[src/rtl/strap_pkg.sv]
package strap_pkg;

  typedef enum logic [1:0] {
    MODE_NORMAL = 2'b00,
    MODE_BIST   = 2'b01,
    MODE_FLOAT  = 2'b10
  } startMode_t;

  // strobes from control to datapath
  typedef struct packed {
    logic sampleEn;   // straps are captured this edge
    logic firstRun;   // first edge after reset release
    logic runtimePin; // shared pin now belongs to run-time logic
  } ctlStrobe_t;

  function automatic startMode_t decodeStraps(input logic floatN, input logic testN);
    if (testN)       return MODE_NORMAL;
    else if (floatN) return MODE_BIST;
    else             return MODE_FLOAT;
  endfunction

endpackage

[src/rtl/strap_ctl.sv]
module strap_ctl
  import strap_pkg::*;
(
  input  logic       clk,
  input  logic       rst,
  input  logic       initBusyN,
  output ctlStrobe_t strobe
);

  logic rstDly;
  logic handOver;

  always_ff @(posedge clk) begin
    rstDly <= rst;
  end

  always_ff @(posedge clk) begin
    if (rst)            handOver <= 1'b0;
    else if (initBusyN) handOver <= 1'b1;
  end

  always_comb begin
    strobe.sampleEn   = rst;
    strobe.firstRun   = !rst && rstDly;
    strobe.runtimePin = handOver;
  end

  // hand-over is sticky until the next reset
  assert_handover_hold_R7: assert property (@(posedge clk) disable iff (rst)
    handOver |=> handOver);

  // hand-over cannot happen before completion has been seen
  assert_handover_cause_R7: assert property (@(posedge clk) disable iff (rst)
    !handOver && !initBusyN |=> !handOver);

endmodule

[src/rtl/strap_dp.sv]
module strap_dp
  import strap_pkg::*;
#(
  parameter bit LATCH_EN_ACTIVE_HIGH = 1'b1
) (
  input  logic       clk,
  input  logic       rst,
  input  ctlStrobe_t strobe,
  input  logic       sharedPin,
  input  logic       testStrapN,
  output logic       outEnable,
  output logic       selfTestReq,
  output startMode_t mode,
  output logic       latchEn
);

  logic pinLevel;

  always_ff @(posedge clk) begin
    if (strobe.sampleEn) mode <= decodeStraps(sharedPin, testStrapN);
  end

  always_ff @(posedge clk) begin
    if (rst) selfTestReq <= 1'b0;
    else     selfTestReq <= strobe.firstRun && (mode == MODE_BIST);
  end

  generate
    if (LATCH_EN_ACTIVE_HIGH) begin : g_leHigh
      assign pinLevel = sharedPin;
    end else begin : g_leLow
      assign pinLevel = !sharedPin;
    end
  endgenerate

  assign outEnable = (mode != MODE_FLOAT);
  assign latchEn   = strobe.runtimePin && (mode != MODE_FLOAT) && pinLevel;

  // mode holds after the release edge
  assert_mode_hold_R9: assert property (@(posedge clk) disable iff (rst)
    !strobe.firstRun |-> $stable(mode));

  // float is sticky until reset
  assert_float_sticky_R5: assert property (@(posedge clk) disable iff (rst)
    !outEnable |=> !outEnable);

  // pulse lasts one cycle
  assert_pulse_single_R6: assert property (@(posedge clk) disable iff (rst)
    selfTestReq |=> !selfTestReq);

  // pulse only in self-test mode
  assert_pulse_mode_R6: assert property (@(posedge clk) disable iff (rst)
    selfTestReq |-> mode == MODE_BIST);

  // float blocks the latch-enable path
  assert_float_blocks_le_R8: assert property (@(posedge clk) disable iff (rst)
    !outEnable |-> !latchEn);

endmodule

[src/rtl/strap_mode_sampler.sv]
module strap_mode_sampler
  import strap_pkg::*;
#(
  parameter bit LATCH_EN_ACTIVE_HIGH = 1'b1
) (
  input  logic       clk,
  input  logic       rst,
  input  logic       sharedPin,
  input  logic       testStrapN,
  input  logic       initBusyN,
  output logic       outEnable,
  output logic       selfTestReq,
  output logic [1:0] modeOut,
  output logic       latchEnOut
);

  ctlStrobe_t strobe;
  startMode_t mode;

  strap_ctl u_ctl (
    .clk       (clk),
    .rst       (rst),
    .initBusyN (initBusyN),
    .strobe    (strobe)
  );

  strap_dp #(.LATCH_EN_ACTIVE_HIGH(LATCH_EN_ACTIVE_HIGH)) u_dp (
    .clk         (clk),
    .rst         (rst),
    .strobe      (strobe),
    .sharedPin   (sharedPin),
    .testStrapN  (testStrapN),
    .outEnable   (outEnable),
    .selfTestReq (selfTestReq),
    .mode        (mode),
    .latchEn     (latchEnOut)
  );

  assign modeOut = mode;

endmodule

[config.mk]
export PLATFORM = sky130hd
export DESIGN_NAME = strap_mode_sampler
export DESIGN_NICKNAME = d
export VERILOG_FILES = /design/src/rtl/strap_pkg.sv /design/src/rtl/strap_ctl.sv /design/src/rtl/strap_dp.sv /design/src/rtl/strap_mode_sampler.sv
export SDC_FILE = /design/constraint.sdc
export NUM_CORES = 1
export LEC_CHECK = 0
export ABC_CLOCK_PERIOD_IN_PS = 800
export BUFFER_PORTS_ARGS = -buffer_cell sky130_fd_sc_hd__buf_4
export CORE_AREA = 4 4 41 43
export DETAILED_ROUTE_END_ITERATION = 7
export DIE_AREA = 0 0 45 47
export PLACE_DENSITY_LB_ADDON = 0.12
export SLEW_MARGIN = 20
export SYNTH_ARGS = -nofsm -noshare
export SYNTH_HDL_FRONTEND = slang
export SYNTH_HIERARCHICAL = 1
export SYNTH_SLANG_ARGS = --single-unit
[constraint.sdc]
create_clock -name clk -period 0.8 [get_ports clk]
set_input_delay 0.04 -clock clk [delete_from_list [all_inputs] [get_ports clk]]
set_output_delay 0.04 -clock clk [all_outputs]
set_load 0.02 [all_outputs]
Yosys cells after proc, flatten, opt, wreduce, memory -nomap -nowiden

Index checks and enable logic that the tools add are counted.
Widths: inputs -> output; s select.

Eq/ne operators: 2
Reductions and logical operators: 5
Multiplexer cells: 1

Operator list:

| operator           | count |
|---|---|
| $logic_and 1x1->1  | 4 |
| $eq 2x1->1 const B | 1 |
| $mux 2             | 1 |
| $ne 2x2->1 const B | 1 |
| $logic_not 1->1    | 1 |

Bits in registers: 5
Input port bits: 5
Output and inout port bits: 5

Longest topological paths before layout

Word-level depth: 3
Depth in mapped cells: 2

Modules after synthesis

The synthesis kept the hierarchy.

Modules (own cells, without submodules):

| module    | area an instance (um2) | instances | seq. area each (um2) | cells an instance |
|---|---|---|---|---|
| strap_dp  | 122.6                  | 1         | 80.1                 | 8 |
| strap_ctl | 71.3                   | 1         | 40.0                 | 6 |

Worst setup path after synthesis

No wires, ideal clock.

Path type: reg2out
Start point: register u_dp.mode[0]
End point: output latchEnOut
Required time: 760 ps
Stages on the path, launching flop included: 3
Path slack: -194 ps
Data arrival time: 954 ps
Path through: edfxtp_1 -> nand2b_4 -> and3_1

Word-level cells in the longest chain between the ends: 3

RTL lines:

| what                            | line                     | RTL |
|---|---|---|
| start, declared                 | strap_dp.sv:13           | `output startMode_t mode,` |
| start signal, assigned          | strap_dp.sv:20           | `if (strobe.sampleEn) mode <= decodeStraps(sharedPin, testStrapN);` |
| $ne 2x2->1                      | n/a                      |  |
| named net outEnable             | strap_mode_sampler.sv:11 | `output logic outEnable,` |
| $logic_and 1x1->1 (2 in series) | strap_dp.sv:37           | `assign latchEn = strobe.runtimePin && (mode != MODE_FLOAT) && pinLevel;` |
| end, declared                   | strap_mode_sampler.sv:14 | `output logic latchEnOut` |

The timed path passes the listed nets, and every way through them passes these cells.

Worst setup path after layout

Start point: register u_dp.mode[1]
End point: output latchEnOut

Word-level cells in the longest chain between the ends: 3

RTL lines:

| what                            | line |
|---|---|
| $ne 2x2->1                      | strap_dp.sv:37 |
| $logic_and 1x1->1 (2 in series) | strap_dp.sv:37 |

Every way passes these cells.

==> flow_metrics.tcl <==
set metrics [dict create \
    worst_pin_slew_ps 135 \
    h-tree-depth 1 \
    grt_max_degree 7 \
    worstHoldPathType "input pin to register" \
    die_w_um 45 \
    wl_per_cell_um 8.48 \
    crit_fanout 2 \
    vdd_ir_drop_max_uv 563 \
    slew_violations 0 \
    final_common_cell "buf_4" \
    yosys_register_bits 5 \
    place_ws_ps -72.7 \
    num_vias 162 \
    finalHoldViolCount 0 \
    multiInputGateArea_um2 63.8 \
    fmaxAchievable_mhz 936 \
    grt_pass1_wl_um 614 \
    dp_hpwl_um 301 \
    clk_latency_ps 240 \
    final_antenna_net_count 0 \
    cts_tree "yes" \
    antenna_found_initial 0 \
    end_kind "output pin" \
    avgSynthCellArea_um2 13.9 \
    startpoint_type "register" \
    rsz0062_at_grt "yes" \
    drc_errors 0 \
    clock-root-buffer "clkbuf_4" \
    stdcell_area_um2 362 \
    netlist_area_um2 194 \
    port_buffers 9 \
    p_leak_uw 0.000166 \
    place_area_um2 278 \
    drive_gt1_share_pct 61.3 \
    io_pins 10 \
    cts_made_buffers 3 \
    setup_slack_ps -269 \
    drt_wl_total_um 390 \
    num-fill-cells 148 \
    ys_seq_area_share_pct 61.9 \
    area.growth.synth_to_final_pct 86.5 \
    min_period_over_period_pct 134 \
    busiest_layer "met4" \
    drt-initial-drc-count 0 \
    setup.worst_path.class "register to output pin" \
    antennaDiodeCount 0 \
    setup_viol 5 \
    synth_cells 14 \
    setup_tns_ps -1030 \
    die_y_um 47 \
    grt.met1_usage_pct 3.92 \
    grt-ovfl-total 0 \
    ys_types 9 \
    crit_arrival_ps 1030 \
    min_period_ps 1070 \
    clock_skew_ps 2.59 \
    clock_sinks 5 \
    ys_warn_count 6 \
    run_status "finished with violations" \
    clk_pin_slew_ps 40 \
    grtUsageMet2_pct 5.93 \
    met3_usage_pct 3.83 \
    drt-vias-per-instance 3.52 \
    power_density_nw_per_um2 1950 \
    first_pass_iters 1 \
    num_rows 13 \
    crit_required_ps 760 \
    grt_pass1_vias 149 \
    clockBufferDepth 2 \
    drv_cap 0 \
    fin_nets 37 \
    final_cell_mix "buf_4 (9), buf_6 (4), clkbuf_4 (3), dfxtp_1 (3)" \
    place_congestion 0.597 \
    grt_use_total_pct 5.00 \
    seqCellArea_um2 120 \
    synth_fp_nets 19 \
    dieArea_um2 2120 \
    violations "negative setup slack" \
    core_um2 1300 \
    slew_headroom_pct 91.0 \
    start_util_pct 14.9 \
]
-- metal layers --
layer / vias up / wire length [um]
met5: - / 0
met4: 0 / 4
met3: 2 / 43
met2: 7 / 185
met1: 73 / 157
li1: 80 / -
-- critical path, cell delays in order, from the launching register on --
cell and delay, ps:
edfxtp_1 420, nand2b_4 90, and3_4 170, buf_6 110
-- path summary, 6_finish.rpt --
| check | startpoint | to | slack (ps) | depth (start not counted) |
|---|---|---|---|---|
| worst max-delay path | u_dp/mode[1] | latchEnOut | -270 | 3 |
| worst min-delay path | rst | u_dp/mode[1] | 40 | 1 |
| worst max register to register | u_dp/mode[1] | u_dp/selfTestReq | -100 | 2 |
| worst min register to register | u_ctl/handOver | u_ctl/handOver | 480 | 1 |
-- area by class of cell --
| cell class | count | share of cell area, % |
|---|---|---|
| Sequential cell | 5 | 33.2 |
| Timing Repair Buffer | 15 | 36.7 |
| Tap cell | 15 | 5.19 |
| Clock buffer | 4 | 7.27 |
| Multi-Input combinational cell | 7 | 17.6 |
-- through the flow --
stage               hold slack, ps  utilization [%]  total power (uW)  cells
finish                        37.4             27.8               706     46
global route                  27.6             27.8               751     46
CTS                          0.737             27.0               721     45
detailed placement             194             21.3               392     37
global placement               193             21.3               391     37
floorplan                     67.7                -               347     14
-- registers in the layout, indices dropped and copies added, names as in the netlist --
register	flops
u_dp/mode	2
u_ctl/handOver	1
u_dp/selfTestReq	1
u_ctl/rstDly	1
-- logic make-up (layout without fill, tap and decap cells) --
group                  after synthesis  in the layout  synth area share [%]
flip-flops                           5              5                  61.9
AND/OR/NAND/NOR                      6              6                  25.2
buffers and inverters                2             19                  7.74
AO/OA/AOI/OAI                        1              1                  5.16
-- synthesized netlist by cell type, drive strengths merged --
cell    number  area (um^2)
nor2b        2         12.5
dfxtp        3         60.1
nand2b       1         13.8
edfxtp       2         60.1
o21ba        1         10.0
buf          2         15.0
nor2         1         3.75
and4bb       1         12.5
and3         1         6.26
-- timing repair --
action | CTS | global route
pin swaps | 0 | 0
buffers inserted | 3 | 0
setup endpoints to repair | 5 | 5
gates resized for setup | 4 | 0
hold endpoints to repair | 1 | 1
hold buffers | 1 | 1
-- power breakdown --
group          total (uW)  internal, uW  leakage [uW]  switching, uW
registers             291           283     0.0000442           8.05
clock network         285           188     0.0000150           97.3
logic                 129          82.1      0.000107           47.3
total                 706           553      0.000166            153
Note: power is estimated with default switching activity, not from simulation.
